**src/rtl/oep_pkg.sv**
```systemverilog
package oep_pkg;
   localparam int unsigned OEP_NBUF = 2;
   typedef enum logic {HS_NAK = 1'b0, HS_ACK = 1'b1} oep_hs_e;
endpackage

```
**src/rtl/oep_occupancy.sv**
```systemverilog
module oep_occupancy
   import oep_pkg::*;
(
   input  logic clk,
   input  logic rst_n,
   input  logic commit_i,
   input  logic release_i,
   output logic head_o,
   output logic tail_o,
   output logic avail_o,
   output logic has_free_o
);
   localparam logic [1:0] FULL = 2'(OEP_NBUF);

   logic [1:0] cnt_q;
   logic       head_q, tail_q;

   always_ff @(posedge clk) begin
      if (!rst_n) begin
         cnt_q  <= '0;
         head_q <= 1'b0;
         tail_q <= 1'b0;
      end else begin
         if (commit_i)  tail_q <= ~tail_q;
         if (release_i) head_q <= ~head_q;
         case ({commit_i, release_i})
            2'b10:   cnt_q <= cnt_q + 2'd1;
            2'b01:   cnt_q <= cnt_q - 2'd1;
            default: cnt_q <= cnt_q;
         endcase
      end
   end

   assign head_o     = head_q;
   assign tail_o     = tail_q;
   assign avail_o    = (cnt_q != 2'd0);
   assign has_free_o = (cnt_q != FULL);


   occ_range_chk: assert property (@(posedge clk) disable iff (!rst_n)
      cnt_q <= FULL);

   no_commit_full_chk: assert property (@(posedge clk) disable iff (!rst_n)
      commit_i |-> (cnt_q != FULL));

   no_release_empty_chk: assert property (@(posedge clk) disable iff (!rst_n)
      release_i |-> (cnt_q != 2'd0));
endmodule

```
**src/rtl/oep_rx_ctl.sv**
```systemverilog
module oep_rx_ctl
   import oep_pkg::*;
#(
   parameter int unsigned MAX_PKT = 64,
   parameter int unsigned DATA_W  = 8,
   localparam int unsigned AW = $clog2(MAX_PKT),
   localparam int unsigned LW = $clog2(MAX_PKT + 1)
) (
   input  logic              clk,
   input  logic              rst_n,
   input  logic              tok_i,
   input  logic              has_free_i,
   input  logic              rx_start_i,
   input  logic              rx_vld_i,
   input  logic [DATA_W-1:0] rx_data_i,
   input  logic              rx_end_i,
   input  logic              rx_good_i,
   output logic              hs_valid_o,
   output logic              hs_ack_o,
   output logic              wr_en_o,
   output logic [AW-1:0]     wr_addr_o,
   output logic [DATA_W-1:0] wr_data_o,
   output logic              commit_o,
   output logic [LW-1:0]     commit_len_o
);
   localparam logic [LW-1:0] LIMIT = LW'(MAX_PKT);

   logic          armed_q, err_q, hs_valid_q;
   oep_hs_e       hs_q;
   logic [LW-1:0] cnt_q;
   logic          fits, spill;
   logic [LW-1:0] len_now;

   assign fits      = (cnt_q < LIMIT);
   assign wr_en_o   = armed_q && rx_vld_i && !rx_start_i && fits;
   assign spill     = armed_q && rx_vld_i && !rx_start_i && !fits;
   assign wr_addr_o = cnt_q[AW-1:0];
   assign wr_data_o = rx_data_i;
   assign len_now   = cnt_q + (wr_en_o ? LW'(1) : LW'(0));

   assign commit_o     = armed_q && rx_end_i && rx_good_i && !err_q && !spill
                         && (len_now != '0);
   assign commit_len_o = len_now;

   always_ff @(posedge clk) begin
      if (!rst_n) begin
         armed_q    <= 1'b0;
         err_q      <= 1'b0;
         cnt_q      <= '0;
         hs_valid_q <= 1'b0;
         hs_q       <= HS_NAK;
      end else if (tok_i) begin
         hs_valid_q <= 1'b1;
         hs_q       <= has_free_i ? HS_ACK : HS_NAK;
         armed_q    <= has_free_i;
         cnt_q      <= '0;
         err_q      <= 1'b0;
      end else begin
         hs_valid_q <= 1'b0;
         if (armed_q) begin
            if (rx_end_i) begin
               armed_q <= 1'b0;
               cnt_q   <= '0;
               err_q   <= 1'b0;
            end else if (rx_start_i) begin
               cnt_q <= '0;
               err_q <= 1'b0;
            end else begin
               if (wr_en_o) cnt_q <= cnt_q + LW'(1);
               if (spill)   err_q <= 1'b1;
            end
         end
      end
   end

   assign hs_valid_o = hs_valid_q;
   assign hs_ack_o   = (hs_q == HS_ACK);


   ack_when_free_chk: assert property (@(posedge clk) disable iff (!rst_n)
      (tok_i && has_free_i) |=> (hs_valid_o && hs_ack_o));

   nak_when_full_chk: assert property (@(posedge clk) disable iff (!rst_n)
      (tok_i && !has_free_i) |=> (hs_valid_o && !hs_ack_o));

   nak_blocks_write_chk: assert property (@(posedge clk) disable iff (!rst_n)
      (hs_valid_o && !hs_ack_o) |-> (!wr_en_o && !commit_o));

   len_bound_chk: assert property (@(posedge clk) disable iff (!rst_n)
      commit_o |-> (commit_len_o <= LIMIT && commit_len_o != '0));
endmodule

```
**src/rtl/oep_bank.sv**
```systemverilog
module oep_bank
   import oep_pkg::*;
#(
   parameter int unsigned MAX_PKT = 64,
   parameter int unsigned DATA_W  = 8,
   localparam int unsigned AW = $clog2(MAX_PKT),
   localparam int unsigned LW = $clog2(MAX_PKT + 1)
) (
   input  logic              clk,
   input  logic              rst_n,
   input  logic              wr_en_i,
   input  logic              wr_sel_i,
   input  logic [AW-1:0]     wr_addr_i,
   input  logic [DATA_W-1:0] wr_data_i,
   input  logic              commit_i,
   input  logic [LW-1:0]     commit_len_i,
   input  logic              rd_sel_i,
   input  logic [AW-1:0]     rd_addr_i,
   output logic [DATA_W-1:0] rd_data_o,
   output logic [LW-1:0]     rd_len_o
);
   logic [DATA_W-1:0] rdat [OEP_NBUF];
   logic [LW-1:0]     lens [OEP_NBUF];

   for (genvar g = 0; g < OEP_NBUF; g++) begin : g_buf
      logic [DATA_W-1:0] mem [MAX_PKT];
      logic [LW-1:0]     len_q;
      logic              sel_wr;

      assign sel_wr = (wr_sel_i == 1'(g));

      always_ff @(posedge clk) begin
         if (wr_en_i && sel_wr) mem[wr_addr_i] <= wr_data_i;
      end

      always_ff @(posedge clk) begin
         if (!rst_n)                len_q <= '0;
         else if (commit_i && sel_wr) len_q <= commit_len_i;
      end

      assign rdat[g] = mem[rd_addr_i];
      assign lens[g] = len_q;
   end

   assign rd_data_o = rdat[rd_sel_i];
   assign rd_len_o  = lens[rd_sel_i];
endmodule

```
**src/rtl/oep_rd_ctl.sv**
```systemverilog
module oep_rd_ctl
   import oep_pkg::*;
#(
   parameter int unsigned MAX_PKT = 64,
   parameter int unsigned DATA_W  = 8,
   parameter int unsigned BUS_W   = 32,
   localparam int unsigned AW = $clog2(MAX_PKT),
   localparam int unsigned LW = $clog2(MAX_PKT + 1)
) (
   input  logic              clk,
   input  logic              rst_n,
   input  logic              rd_en_i,
   input  logic              avail_i,
   input  logic [LW-1:0]     len_i,
   input  logic [DATA_W-1:0] mem_data_i,
   output logic [AW-1:0]     rd_addr_o,
   output logic              release_o,
   output logic [BUS_W-1:0]  rd_data_o,
   output logic              underflow_o
);
   logic [AW-1:0]    ptr_q;
   logic [BUS_W-1:0] data_q;
   logic             undf_q;
   logic             pop, last;

   assign pop       = rd_en_i && avail_i;
   assign last      = ((LW'(ptr_q) + LW'(1)) == len_i);
   assign release_o = pop && last;
   assign rd_addr_o = ptr_q;

   always_ff @(posedge clk) begin
      if (!rst_n) begin
         ptr_q  <= '0;
         data_q <= '0;
         undf_q <= 1'b0;
      end else begin
         undf_q <= rd_en_i && !avail_i;
         if (pop) begin
            data_q <= BUS_W'(mem_data_i);
            ptr_q  <= last ? '0 : ptr_q + AW'(1);
         end else if (rd_en_i) begin
            data_q <= '0;
         end
      end
   end

   assign rd_data_o   = data_q;
   assign underflow_o = undf_q;


   empty_read_chk: assert property (@(posedge clk) disable iff (!rst_n)
      (rd_en_i && !avail_i) |=> (underflow_o && rd_data_o == '0));

   empty_read_keeps_ptr_chk: assert property (@(posedge clk) disable iff (!rst_n)
      (rd_en_i && !avail_i) |=> $stable(ptr_q));

   ptr_in_range_chk: assert property (@(posedge clk) disable iff (!rst_n)
      avail_i |-> (LW'(ptr_q) < len_i));
endmodule

```
**src/rtl/usb_out_pingpong.sv**
```systemverilog
module usb_out_pingpong
   import oep_pkg::*;
#(
   parameter int unsigned MAX_PKT = 64,
   parameter int unsigned DATA_W  = 8,
   parameter int unsigned BUS_W   = 32,
   localparam int unsigned AW = $clog2(MAX_PKT),
   localparam int unsigned LW = $clog2(MAX_PKT + 1)
) (
   input  logic              clk,
   input  logic              rst_n,
   input  logic              tok_out_i,
   output logic              hs_valid_o,
   output logic              hs_ack_o,
   input  logic              rx_start_i,
   input  logic              rx_vld_i,
   input  logic [DATA_W-1:0] rx_data_i,
   input  logic              rx_end_i,
   input  logic              rx_good_i,
   input  logic              rd_en_i,
   output logic [BUS_W-1:0]  rd_data_o,
   output logic              pkt_avail_o,
   output logic [LW-1:0]     pkt_len_o,
   output logic              underflow_o
);
   if (MAX_PKT < 2 || MAX_PKT > 1024) begin : g_bad_max_pkt
      $error("MAX_PKT must lie in 2..1024");
   end
   if (BUS_W < DATA_W) begin : g_bad_bus_w
      $error("BUS_W must be at least DATA_W");
   end

   logic              head, tail, avail, has_free;
   logic              wr_en, commit, release_pkt;
   logic [AW-1:0]     wr_addr, rd_addr;
   logic [DATA_W-1:0] wr_data, mem_data;
   logic [LW-1:0]     commit_len, cur_len;

   oep_occupancy u_occ (
      .clk        (clk),
      .rst_n      (rst_n),
      .commit_i   (commit),
      .release_i  (release_pkt),
      .head_o     (head),
      .tail_o     (tail),
      .avail_o    (avail),
      .has_free_o (has_free)
   );

   oep_rx_ctl #(.MAX_PKT(MAX_PKT), .DATA_W(DATA_W)) u_rx (
      .clk          (clk),
      .rst_n        (rst_n),
      .tok_i        (tok_out_i),
      .has_free_i   (has_free),
      .rx_start_i   (rx_start_i),
      .rx_vld_i     (rx_vld_i),
      .rx_data_i    (rx_data_i),
      .rx_end_i     (rx_end_i),
      .rx_good_i    (rx_good_i),
      .hs_valid_o   (hs_valid_o),
      .hs_ack_o     (hs_ack_o),
      .wr_en_o      (wr_en),
      .wr_addr_o    (wr_addr),
      .wr_data_o    (wr_data),
      .commit_o     (commit),
      .commit_len_o (commit_len)
   );

   oep_bank #(.MAX_PKT(MAX_PKT), .DATA_W(DATA_W)) u_bank (
      .clk          (clk),
      .rst_n        (rst_n),
      .wr_en_i      (wr_en),
      .wr_sel_i     (tail),
      .wr_addr_i    (wr_addr),
      .wr_data_i    (wr_data),
      .commit_i     (commit),
      .commit_len_i (commit_len),
      .rd_sel_i     (head),
      .rd_addr_i    (rd_addr),
      .rd_data_o    (mem_data),
      .rd_len_o     (cur_len)
   );

   oep_rd_ctl #(.MAX_PKT(MAX_PKT), .DATA_W(DATA_W), .BUS_W(BUS_W)) u_rd (
      .clk         (clk),
      .rst_n       (rst_n),
      .rd_en_i     (rd_en_i),
      .avail_i     (avail),
      .len_i       (cur_len),
      .mem_data_i  (mem_data),
      .rd_addr_o   (rd_addr),
      .release_o   (release_pkt),
      .rd_data_o   (rd_data_o),
      .underflow_o (underflow_o)
   );

   assign pkt_avail_o = avail;
   assign pkt_len_o   = avail ? cur_len : '0;


   len_nonzero_chk: assert property (@(posedge clk) disable iff (!rst_n)
      pkt_avail_o |-> (pkt_len_o != '0));

   empty_pkt_not_held_chk: assert property (@(posedge clk) disable iff (!rst_n)
      (!pkt_avail_o && rx_end_i && !rx_vld_i && !tok_out_i && !rd_en_i
       && $past(rx_start_i)) |=> !pkt_avail_o);
endmodule

```
**config.mk**
```make
export PLATFORM = sky130hd
export DESIGN_NAME = usb_out_pingpong
export DESIGN_NICKNAME = d
export VERILOG_FILES = /design/src/rtl/oep_pkg.sv /design/src/rtl/oep_occupancy.sv /design/src/rtl/oep_rx_ctl.sv /design/src/rtl/oep_bank.sv /design/src/rtl/oep_rd_ctl.sv /design/src/rtl/usb_out_pingpong.sv
export SDC_FILE = /design/constraint.sdc
export NUM_CORES = 1
export LEC_CHECK = 0
export ABC_AREA = 1
export BUFFER_PORTS_ARGS = -buffer_cell sky130_fd_sc_hd__buf_2
export CORE_AREA = 2 2 337 339
export CTS_BUF_LIST = sky130_fd_sc_hd__clkbuf_8
export CTS_CLUSTER_DIAMETER = 150
export DETAILED_ROUTE_END_ITERATION = 8
export DIE_AREA = 0 0 339 341
export HOLD_SLACK_MARGIN = 0.08
export MAX_ROUTING_LAYER = met4
export SETUP_SLACK_MARGIN = 0.05
export SYNTH_ARGS = -nofsm -noshare
export SYNTH_HDL_FRONTEND = slang
export SYNTH_SLANG_ARGS = --single-unit
export TNS_END_PERCENT = 100
```
**constraint.sdc**
```tcl
create_clock -name clk -period 2.4 [get_ports clk]
set_input_delay 0.24 -clock clk [delete_from_list [all_inputs] [get_ports clk]]
set_output_delay 0.24 -clock clk [all_outputs]
set_load 0.05 [all_outputs]
```
==> results by stage, run 1 <==
Status:
- The run finished with clean final reports.

Floorplan:
- The die covers 0.116 mm².
- The floorplan core area is approximately 0.11 mm².
- Row generation in the floorplan step produced approximately 120 rows.
- The die span in y is around 340 µm.
- The initial core utilization is 39.8%.
- During I/O placement, the number of pins put on the boundary was 59.
- The die is 339 µm wide.

Route:
- The routed design has roughly 120 mm of wire.
- After detailed routing, the average wire length per cell comes to 20.2 µm.
- The per-cell via count in the routed design is about 5.1.
- The first-pass iteration count of the detailed router is 8.
- The remaining number of nets flagged by the antenna check after routing is 0.
- The first routing iteration left 2876 violations.
- The DRC violation count after routing is 0.
- The via count is 29700.

Global routing:
- The wire length of the first global-routing pass is 175 mm.
- Global routing used 20.4% of the available tracks across all layers.
- The leftover overflow at the end of global routing is 0.
- The number of antenna violations at the first check in global routing is 4.
- The number of global-route vias before repair was 28800.
- Entering global routing, the biggest net connects 79 pins.

Clock tree:
- The root buffer cell chosen for the clock tree is sky130_fd_sc_hd__clkbuf_8.
- The clock tree from TritonCTS is yes.
- The number of buffers on the longest clock path is 3.
- The count of clock tree sinks is 1074.
- The clock insertion delay at the later pin of the skew report is 0.84 ns.
- Counting the buffers created by CTS gives 169.
- After clock tree synthesis, the clock-pin slew on the worst setup and hold paths is 0.06 ns.
- The deepest level of the CTS H-tree is 4.

Cells and area:
- Cells with a size suffix above 1 make up 13.6% of the layout.
- From synthesis to final layout, the design area changed by 15.2%.
- The final standard cell count with taps included and fillers excluded is between 5000 and 6000.
- The share of the core filled with cells in the final layout is 45.9%.
- The net count reported at finish is ~4200.
- Once layout is done, the placed cells without fillers occupy 0.0513 mm².
- The number of filler cells placed in the layout is just over 10000.

STA:
- Clock skew on the completed layout was measured at 0.0387 ns.
- In the final timing run, aggregate negative setup slack is 0 ns.
- Derived from the worst setup path, the maximum achievable clock frequency is between 0.4 and 0.5 GHz.
- The headroom to the max-slew limit is 47.4%.
- The number of setup violations in the final report is 0.
- After layout, the minimum clock period comes to 2.29 ns.
- The ratio of final minimum period to clock period is 95.3%.
- The total count of hold-check failures in the final report is 0.
- For the pin with the worst max-slew slack, the measured transition is 0.789 ns.
- Setup repair after global routing could not meet its margin everywhere.
- The final-report max-slew violation count is 0.

Yosys:
- The synthesized area divided by synthesized cell count is about 11 µm².
- Yosys printed 0 warnings.
- In this run, synthesis produced a sequential element count of 1074.
- After synthesis the cells add up to 0.0445 mm².
- The distinct cell type count after synthesis is 33.
- The synthesized instance count is 3891.
- For this run, the register share of the synthesized area comes to 71.3%.

Place:
- Detailed placement finished with a half-perimeter wire length of 69.8 mm.
- Routability-driven placement finished with a final weighted congestion of 0.872.
- Input and output buffers added on the ports amount to 34.
- The total placed cells including tap cells is 5453.
- Summing all placed instances gives a cell area of between 0.04 and 0.05 mm².

Worst setup path:
- The startpoint of the most critical setup path is u_occ.cnt_q[0].
- In this run the worst path has a maximum fanout of 11.
- The endpoint of the most critical setup path is u_rd.rd_addr_o[0].
- The data arrival time of the critical path is 2.96 ns.
- The endpoint of the worst register-to-register path is u_rd.rd_addr_o[0].
- STA puts the critical path data required time at roughly 3 ns.
- The capturing element type of the critical path is a flip-flop.
- The worst register-to-register path begins at u_occ.cnt_q[0].
- The critical path is of the reg2reg type.
- The depth of the worst register-to-register path is 6.
- Across all register-to-register paths, the minimum setup slack is 0.11 ns.
- STA classifies the critical path startpoint as a flip-flop.

Power:
- The peak ir drop on the vdd network is a little over 500 µV.
- The power density normalized to cell area is 686 mW/mm².
- The design draws 0.0352 W.
- The leakage power figure is 18.4 nW.

Run:
- The number of maximum-capacitance violations is 0.

Worst hold path:
- The min-delay analysis places its worst path in the category in2reg.
## cell families after synthesis
family          synth area share (%)
fa+ha+maj                      0.140
other cells                  0.00842
flops                           71.3
xor+xnor                       0.275
compound gates                 0.820
buf+inv                         4.30
simple gates                    23.2
## flip-flops by register name, summed over array words and instances, names as in the netlist, named ones only
name                flops
u_rd.rd_data_o          8
u_rd.underflow_o        1
u_rx.armed_q            1
u_rx.err_q              1
u_rx.cnt_q              7
u_occ.tail_o            1
u_occ.cnt_q             2
u_bank.g_buf.mem     1024
u_bank.g_buf.len_q     14
u_rd.rd_addr_o          6
u_occ.head_o            1
u_rx.hs_ack_o           1
u_rx.hs_valid_o         1
## critical path: stages, from the launching register on
cell	delay [ns]
sky130_fd_sc_hd__dfxtp_1	0.36
sky130_fd_sc_hd__nor2_1	0.49
sky130_fd_sc_hd__nor2_1	0.20
sky130_fd_sc_hd__buf_4	0.23
sky130_fd_sc_hd__inv_1	0.27
sky130_fd_sc_hd__o21ai_0	0.15
sky130_fd_sc_hd__a211oi_2	0.43
## cells in the final DEF (no fill, tap or decap), types with 4 or more instances in the layout
| master | instances |
|---|---|
| sky130_fd_sc_hd__a21oi_1 | 34 |
| sky130_fd_sc_hd__buf_12 | 44 |
| sky130_fd_sc_hd__buf_16 | 6 |
| sky130_fd_sc_hd__buf_2 | 22 |
| sky130_fd_sc_hd__buf_4 | 246 |
| sky130_fd_sc_hd__buf_6 | 5 |
| sky130_fd_sc_hd__clkbuf_8 | 170 |
| sky130_fd_sc_hd__clkinv_1 | 46 |
| sky130_fd_sc_hd__clkinv_2 | 16 |
| sky130_fd_sc_hd__conb_1 | 24 |
| sky130_fd_sc_hd__dfxtp_1 | 43 |
| sky130_fd_sc_hd__dfxtp_4 | 4 |
| sky130_fd_sc_hd__dlygate4sd3_1 | 17 |
| sky130_fd_sc_hd__edfxtp_1 | 1024 |
| sky130_fd_sc_hd__ha_4 | 4 |
| sky130_fd_sc_hd__inv_1 | 82 |
| sky130_fd_sc_hd__inv_2 | 5 |
| sky130_fd_sc_hd__inv_6 | 10 |
| sky130_fd_sc_hd__nand2_1 | 1261 |
| sky130_fd_sc_hd__nand2_2 | 5 |
| sky130_fd_sc_hd__nand3_1 | 961 |
| sky130_fd_sc_hd__nor2_1 | 157 |
| sky130_fd_sc_hd__nor2_2 | 5 |
| sky130_fd_sc_hd__nor3_1 | 11 |
| sky130_fd_sc_hd__nor3_2 | 6 |
| sky130_fd_sc_hd__o21ai_0 | 24 |
| sky130_fd_sc_hd__xor2_1 | 9 |
## how the worst min path moves through the flow
stage / from / endpoint / slack [ns] / cells after the start
after CTS: rx_end_i / u_rx.cnt_q[1] / 0.19 / 5
after global routing: rx_end_i / u_rx.cnt_q[1] / 0.26 / 5
after detailed placement: u_rx.hs_ack_o / u_rx.hs_ack_o / 0.44 / 2
after global placement: u_rx.hs_ack_o / u_rx.hs_ack_o / 0.44 / 2
final: rx_end_i / u_rx.cnt_q[1] / 0.27 / 5
after floorplan: rx_data_i[0] / u_bank.g_buf[0].mem[0][0] / 0.34 / 0
## per-stage QoR
stage               hold slack (ns)  worst slack (ns)
floorplan                     0.339            0.0691
global placement              0.440           -0.0528
detailed placement            0.439           -0.0764
CTS                           0.195            0.0399
global route                  0.259           -0.0941
finish                        0.275             0.114
## layout make-up
type	instances	area, µm²	area share (%)
Clock buffer	170	2340	4.56
Tap cell	1500	1880	3.66
Multi-Input combinational cell	2527	11100	21.7
Clock inverter	125	637	1.24
Sequential cell	1074	31800	61.9
Timing Repair Buffer	344	3320	6.47
Antenna cell	3	7.51	0.0146
Inverter	46	214	0.417
Timing Repair inverter	1	11.3	0.0219
## cells in the mapped netlist
library cell,n,area [µm²]
sky130_fd_sc_hd__or2_2,1,6.26
sky130_fd_sc_hd__inv_8,1,11.3
sky130_fd_sc_hd__a211oi_2,1,12.5
sky130_fd_sc_hd__buf_2,106,531
sky130_fd_sc_hd__buf_1,10,37.5
sky130_fd_sc_hd__nand2_1,1266,4750
sky130_fd_sc_hd__inv_2,3,11.3
sky130_fd_sc_hd__clkbuf_1,42,158
sky130_fd_sc_hd__dfxtp_1,50,1000
sky130_fd_sc_hd__o21ai_0,26,130
sky130_fd_sc_hd__xor2_1,12,105
sky130_fd_sc_hd__a21oi_1,35,175
sky130_fd_sc_hd__nand3_1,962,4810
sky130_fd_sc_hd__inv_4,2,12.5
sky130_fd_sc_hd__o21ai_1,2,10.0
sky130_fd_sc_hd__nor3_1,17,85.1
sky130_fd_sc_hd__inv_1,37,139
sky130_fd_sc_hd__clkinv_1,3,11.3
sky130_fd_sc_hd__ha_1,5,62.6
sky130_fd_sc_hd__conb_1,1,3.75
sky130_fd_sc_hd__nor2_2,1,6.26
sky130_fd_sc_hd__nor2_1,161,604
sky130_fd_sc_hd__o21a_1,3,22.5
sky130_fd_sc_hd__a21o_1,1,7.51
sky130_fd_sc_hd__nand3_2,2,20.0
sky130_fd_sc_hd__buf_4,62,465
sky130_fd_sc_hd__buf_6,48,541
sky130_fd_sc_hd__xnor2_1,2,17.5
sky130_fd_sc_hd__nand2_2,1,6.26
sky130_fd_sc_hd__o31ai_1,1,7.51
sky130_fd_sc_hd__nor2_4,2,22.5
sky130_fd_sc_hd__edfxtp_1,1024,30700
sky130_fd_sc_hd__nand3b_1,1,7.51
## layer usage
layer	track usage, %	vias up	wire length (µm)
li1	-	14200	-
met1	26.9	14400	50600
met2	31.5	1001	54700
met3	3.69	204	7730
met4	8.15	0	3770
met5	-	-	0
## power by group
part | switching [W] | leakage [nW] | total [W] | internal (W)
logic | 0.000551 | 7.08 | 0.000696 | 0.000145
registers | 0.00000442 | 9.61 | 0.0205 | 0.0205
clock network | 0.00704 | 1.71 | 0.0140 | 0.00693
total | 0.00759 | 18.4 | 0.0352 | 0.0276
## repair_timing
action / in CTS / in global routing
buffers inserted: 11 / 6
pin swaps: 5 / 8
setup endpoints to repair: 14 / 40
endpoints found under the hold margin: 525 / 0
resized for setup: 22 / 29
hold buffers: 17 / 0
cloned: 0 / 5
(Power assumes the default switching activity.)
==> inputs of run 2 (changes only) <==
--- a/config.mk
+++ b/config.mk
@@ -7,15 +7,17 @@
 export LEC_CHECK = 0
 export ABC_AREA = 1
 export BUFFER_PORTS_ARGS = -buffer_cell sky130_fd_sc_hd__buf_2
-export CORE_AREA = 2 2 337 339
+export CORE_AREA = 2 2 338 340
 export CTS_BUF_LIST = sky130_fd_sc_hd__clkbuf_8
 export CTS_CLUSTER_DIAMETER = 150
 export DETAILED_ROUTE_END_ITERATION = 8
-export DIE_AREA = 0 0 339 341
+export DIE_AREA = 0 0 340 342
+export GPL_ROUTABILITY_DRIVEN = 0
 export HOLD_SLACK_MARGIN = 0.08
 export MAX_ROUTING_LAYER = met4
 export SETUP_SLACK_MARGIN = 0.05
 export SYNTH_ARGS = -nofsm -noshare
 export SYNTH_HDL_FRONTEND = slang
+export SYNTH_HIERARCHICAL = 1
 export SYNTH_SLANG_ARGS = --single-unit
 export TNS_END_PERCENT = 100
==> run 2 against run 1 <==
Routed wire length up 9.3%. Sequential cell count down 6. Worst setup slack got worse by 0.078 ns. Clock skew increased by 0.0095 ns. Largest power group unchanged.
==> results by stage, run 2 <==
Place:
- The detailed-placement wirelength estimate was 72.5 mm (was 69.8 mm).
- The number of buffer cells added on primary ports was 34 (unchanged).
- The total placed cells including tap cells is 5544 (was 5453).

Yosys:
- The leading area contributor after synthesis is sky130_fd_sc_hd__edfxtp_1 (unchanged).
- The number of synthesized flops with an enable pin is 1024 (unchanged).
- The top-area cell type share of the netlist area is 68.6% (was 69.0%).
- The most frequent cell after synthesis is sky130_fd_sc_hd__nand2_1 (unchanged).
- The sequential share of the synthesized area is 70.6% (was 71.3%).
- The count of warnings emitted by yosys came to 6 (was 0).
- The commonest register cell after synthesis is sky130_fd_sc_hd__edfxtp_1 (unchanged).
- The distinct cell type count after synthesis is 36 (was 33).
- Post-synth top cells: sky130_fd_sc_hd__nand2_1 (1308), sky130_fd_sc_hd__edfxtp_1 (1024), sky130_fd_sc_hd__nand3_1 (959) (was sky130_fd_sc_hd__nand2_1 (1266), sky130_fd_sc_hd__edfxtp_1 (1024), sky130_fd_sc_hd__nand3_1 (962)).
- Ranking of synthesized cells by area: sky130_fd_sc_hd__edfxtp_1 (69%), sky130_fd_sc_hd__nand2_1 (11%), sky130_fd_sc_hd__nand3_1 (11%), sky130_fd_sc_hd__dfxtp_1 (2.0%), sky130_fd_sc_hd__buf_2 (1.3%) (was sky130_fd_sc_hd__edfxtp_1 (69%), sky130_fd_sc_hd__nand3_1 (11%), sky130_fd_sc_hd__nand2_1 (11%), sky130_fd_sc_hd__dfxtp_1 (2.2%), sky130_fd_sc_hd__nor2_1 (1.4%)).
- The flop and latch count out of synthesis came to 1068 (was 1074).
- The share of flip-flops with an asynchronous set or reset after synthesis is 0% (unchanged).
- The synthesized instance count was 3960 (was 3891).
- The total standard cell area after synthesis is 0.0448 mm² (was 0.0445 mm²).
- The synthesized area divided by synthesized cell count is 11.3 µm² (was 11.4 µm²).

Route:
- The routed wire length per instance came to 21.5 µm (was 20.2 µm).
- The sum of met3 wire segment lengths after detailed routing is 10.5 mm (was 7.73 mm).
- The met2 layer wire length in the routed design came to 60.3 mm (was 54.7 mm).
- The first-pass iteration count of the detailed router is 8 (unchanged).
- The first-iteration detailed-routing DRC count is 3413 (was 2876).
- The highest routing layer actually used is met4 (unchanged).
- The per-cell via count in the routed design came to 5.28 (was 5.14).
- The final routed wirelength across all metal layers is 128 mm (was 117 mm).
- The remaining number of nets flagged by the antenna check after routing was 0 (unchanged).
- The DRC violation count after routing is 0 (unchanged).
- The met1 wire length is 52.3 mm (was 50.6 mm).
- The via count is 31300 (was 29700).

Clock tree:
- The count of clock tree sinks is 1068 (was 1074).
- The clock transition at the registers of the reported paths is 0.06 ns (about the same).
- The clock insertion delay at the later pin of the skew report is 0.86 ns (was 0.84 ns).
- The clock tree from TritonCTS is yes (unchanged).
- The deepest level of the CTS H-tree was 4 (unchanged).
- The TritonCTS buffer count is 175 (was 169).
- The number of buffers on the longest clock path was 3 (unchanged).
- The clock root buffer is sky130_fd_sc_hd__clkbuf_8 (unchanged).

STA:
- The top achievable clock speed is 0.423 GHz (was 0.437 GHz).
- The total count of hold-check failures in the final report is 0 (unchanged).
- The final-report max-slew violation count came to 0 (unchanged).
- The worst setup skew after layout is 0.0482 ns (was 0.0387 ns).
- RSZ-0062 raised after global routing: true (unchanged).
- The ratio of final minimum period to clock period is 98.5% (was 95.3%).
- The number of setup violations in the final report is 0 (unchanged).
- The shortest clock period the worst path allows after layout was 2.36 ns (was 2.29 ns).
- The transition at the pin with the smallest max-transition slack came to 1.15 ns (was 0.789 ns).
- The headroom to the max-slew limit was 23.2% (was 47.4%).

Floorplan:
- The die boundary width is 340 µm (was 339 µm).
- The die span in y came to 342 µm (was 341 µm).
- The floorplan core area is 0.113 mm² (was 0.112 mm²).
- The number of core rows is 124 (was 123).
- The number of I/O pins is 59 (unchanged).
- The initial core utilization was 39.6% (was 39.8%).
- The die outline area is 0.116 mm² (about the same).

Cells and area:
- The flip-flop count of the largest register after layout is 1024 (unchanged).
- The register with the highest flop count is u_bank/g_buf.mem (was u_bank.g_buf.mem).
- The leading cell type in the layout, fill and taps excluded is sky130_fd_sc_hd__nand2_1 (unchanged).
- The share of final-layout standard cells stronger than drive strength 1 is 18.7% (was 13.6%).
- The net count reported at finish is 4298 (was 4184).
- Most frequent cells in the layout: sky130_fd_sc_hd__nand2_1 (1240), sky130_fd_sc_hd__edfxtp_1 (1024), sky130_fd_sc_hd__nand3_1 (846), sky130_fd_sc_hd__buf_4 (250), sky130_fd_sc_hd__clkbuf_8 (180) (was sky130_fd_sc_hd__nand2_1 (1261), sky130_fd_sc_hd__edfxtp_1 (1024), sky130_fd_sc_hd__nand3_1 (961), sky130_fd_sc_hd__buf_4 (246), sky130_fd_sc_hd__clkbuf_8 (170)).
- The final standard cell count with taps included and fillers excluded was 5931 (was 5790).
- The layout overhead on the synthesized area is 19.5% (was 15.2%).

Power:
- The peak ir drop on the vdd network is 536 µV (was 514 µV).
- The leakage power figure came to 19.7 nW (was 18.4 nW).
- The total power is 0.0355 W (was 0.0352 W).
- The power density normalized to cell area is 663 mW/mm² (was 686 mW/mm²).

Global routing:
- The number of global-route vias before repair was 29600 (was 28800).
- The leftover overflow at the end of global routing is 0 (unchanged).
- The total track usage was 21.2% (was 20.4%).
- The wire length of the first global-routing pass is 181 mm (was 175 mm).
- The number of antenna violations at the first check in global routing is 3 (was 4).
- The maximum number of pins on one net before global-route repair is 129 (was 79).

Worst setup path:
- The capturing element type of the critical path was a flip-flop (unchanged).
- The depth of the worst register-to-register path was 17 (was 6).
- The highest fanout seen on the critical path is 8 (was 11).
- The data required time of the critical path was 3.09 ns (was 3.07 ns).
- The launch instance of the worst register-to-register path is u_rd/rd_addr_o[0] (was u_occ.cnt_q[0]).
- The startpoint type of the worst setup path is a flip-flop (unchanged).
- The data arrival time of the critical path is 3.06 ns (was 2.96 ns).
- The class of the most critical setup path is reg2reg (unchanged).
- The slack of the worst reg-to-reg path came to 0.04 ns (was 0.11 ns).
- The endpoint of the worst register-to-register path is u_rd/rd_data_o[2] (was u_rd.rd_addr_o[0]).

Worst hold path:
- The count of cells along the worst hold path was 2 (was 5).
- The beginning of the worst hold path is rx_data_i[2] (was rx_end_i).
- The end of the worst hold path is u_bank/g_buf[0].mem[38][2] (was u_rx.cnt_q[1]).
- The type of the worst min-delay path is in2reg (unchanged).

Run:
- The number of maximum-capacitance violations is 0 (unchanged).

Status:
- Outcome: complete, no violations (unchanged).
run 2: cell type report:
| cell class | instances | area (µm²) |
|---|---|---|
| multi-input cells | 2561 | 12100 |
| diodes | 2 | 5.00 |
| flip-flops and latches | 1068 | 31600 |
| clock buffers | 180 | 2480 |
| inverters | 64 | 277 |
| repair buffers | 403 | 4470 |
| clock inverters | 137 | 647 |
| repair inverters | 4 | 47.5 |
| fillers | 10100 | 59500 |
| well taps | 1512 | 1890 |
run 2: metrics by stage:
step / setup TNS [ns] / utilization [%] / worst slack, ns / instance area (µm²) / hold WS (ns)
final: 0 / 47.4 / 0.0361 / 53600 / 0.205
after CTS: 0 / 45.7 / 0.0246 / 51600 / 0.142
after global routing: -0.204 / 47.4 / -0.0570 / 53600 / 0.184
after global placement: 0 / 42.6 / 0.0307 / 48200 / 0.433
after floorplan: 0 / - / 0.0650 / 44900 / 0.352
after detailed placement: 0 / 42.6 / 0.000717 / 48200 / 0.443
run 2: report_power, final:
part,switching [W],internal [W],leakage [nW]
clock,0.00728,0.00709,1.87
sequential,0.00000462,0.0204,9.56
combinational,0.000584,0.000151,8.23
run 2: what timing repair did:
| item | 4_1_cts | 5_1_grt |
|---|---|---|
| hold buffers | 20 | 0 |
| cloned | 2 | 31 |
| buffers inserted | 1 | 14 |
| endpoints found under the setup margin | 20 | 32 |
| resized for setup | 10 | 255 |
| endpoints found under the hold margin | 872 | 0 |
| pin swaps | 1 | 97 |
run 2: worst max path at each step:
stage | end | slack, ns | startpoint | cells past startpoint
floorplan | u_occ/cnt_q[1] | 0.07 | u_rx/cnt_q[6] | 16
global placement | u_occ/cnt_q[1] | 0.03 | rx_start_i | 18
detailed placement | u_bank/g_buf[0].len_q[4] | 0.0007 | rx_start_i | 16
CTS | u_rd/rd_data_o[2] | 0.02 | u_rd/rd_addr_o[0] | 15
global route | u_rd/rd_data_o[7] | -0.06 | u_rd/rd_addr_o[0] | 17
finish | u_rd/rd_data_o[2] | 0.04 | u_rd/rd_addr_o[0] | 17
run 2: kinds of logic after synthesis:
family	share of synthesized area, %
other cells	0.00837
compound gates	0.589
flops	70.6
fa+ha+maj	0.140
xor+xnor	0.0391
buf+inv	4.60
simple gates	24.0
run 2: per-layer routing:
| metal | GRT usage (%) | vias up |
|---|---|---|
| met5 | - | - |
| met4 | 8.96 | 0 |
| met3 | 4.02 | 277 |
| met2 | 32.7 | 1347 |
| met1 | 27.6 | 15200 |
| li1 | - | 14500 |
run 2: worst max-delay path, cell delays in order, from the launching register on:
cell                        delay [ns]
sky130_fd_sc_hd__dfxtp_4          0.44
sky130_fd_sc_hd__buf_12           0.18
sky130_fd_sc_hd__buf_12           0.14
sky130_fd_sc_hd__clkinv_16        0.10
sky130_fd_sc_hd__buf_16           0.18
sky130_fd_sc_hd__clkbuf_16        0.16
sky130_fd_sc_hd__nand2_1          0.06
sky130_fd_sc_hd__nand3_1          0.08
sky130_fd_sc_hd__nand3_2          0.08
sky130_fd_sc_hd__nand3_2          0.08
sky130_fd_sc_hd__nand2_2          0.12
sky130_fd_sc_hd__nand2_2          0.06
sky130_fd_sc_hd__nand3_2          0.16
sky130_fd_sc_hd__nand2_1          0.07
sky130_fd_sc_hd__nand2_1          0.06
sky130_fd_sc_hd__nand2_1          0.07
sky130_fd_sc_hd__nand2_1          0.08
sky130_fd_sc_hd__a21oi_2          0.05
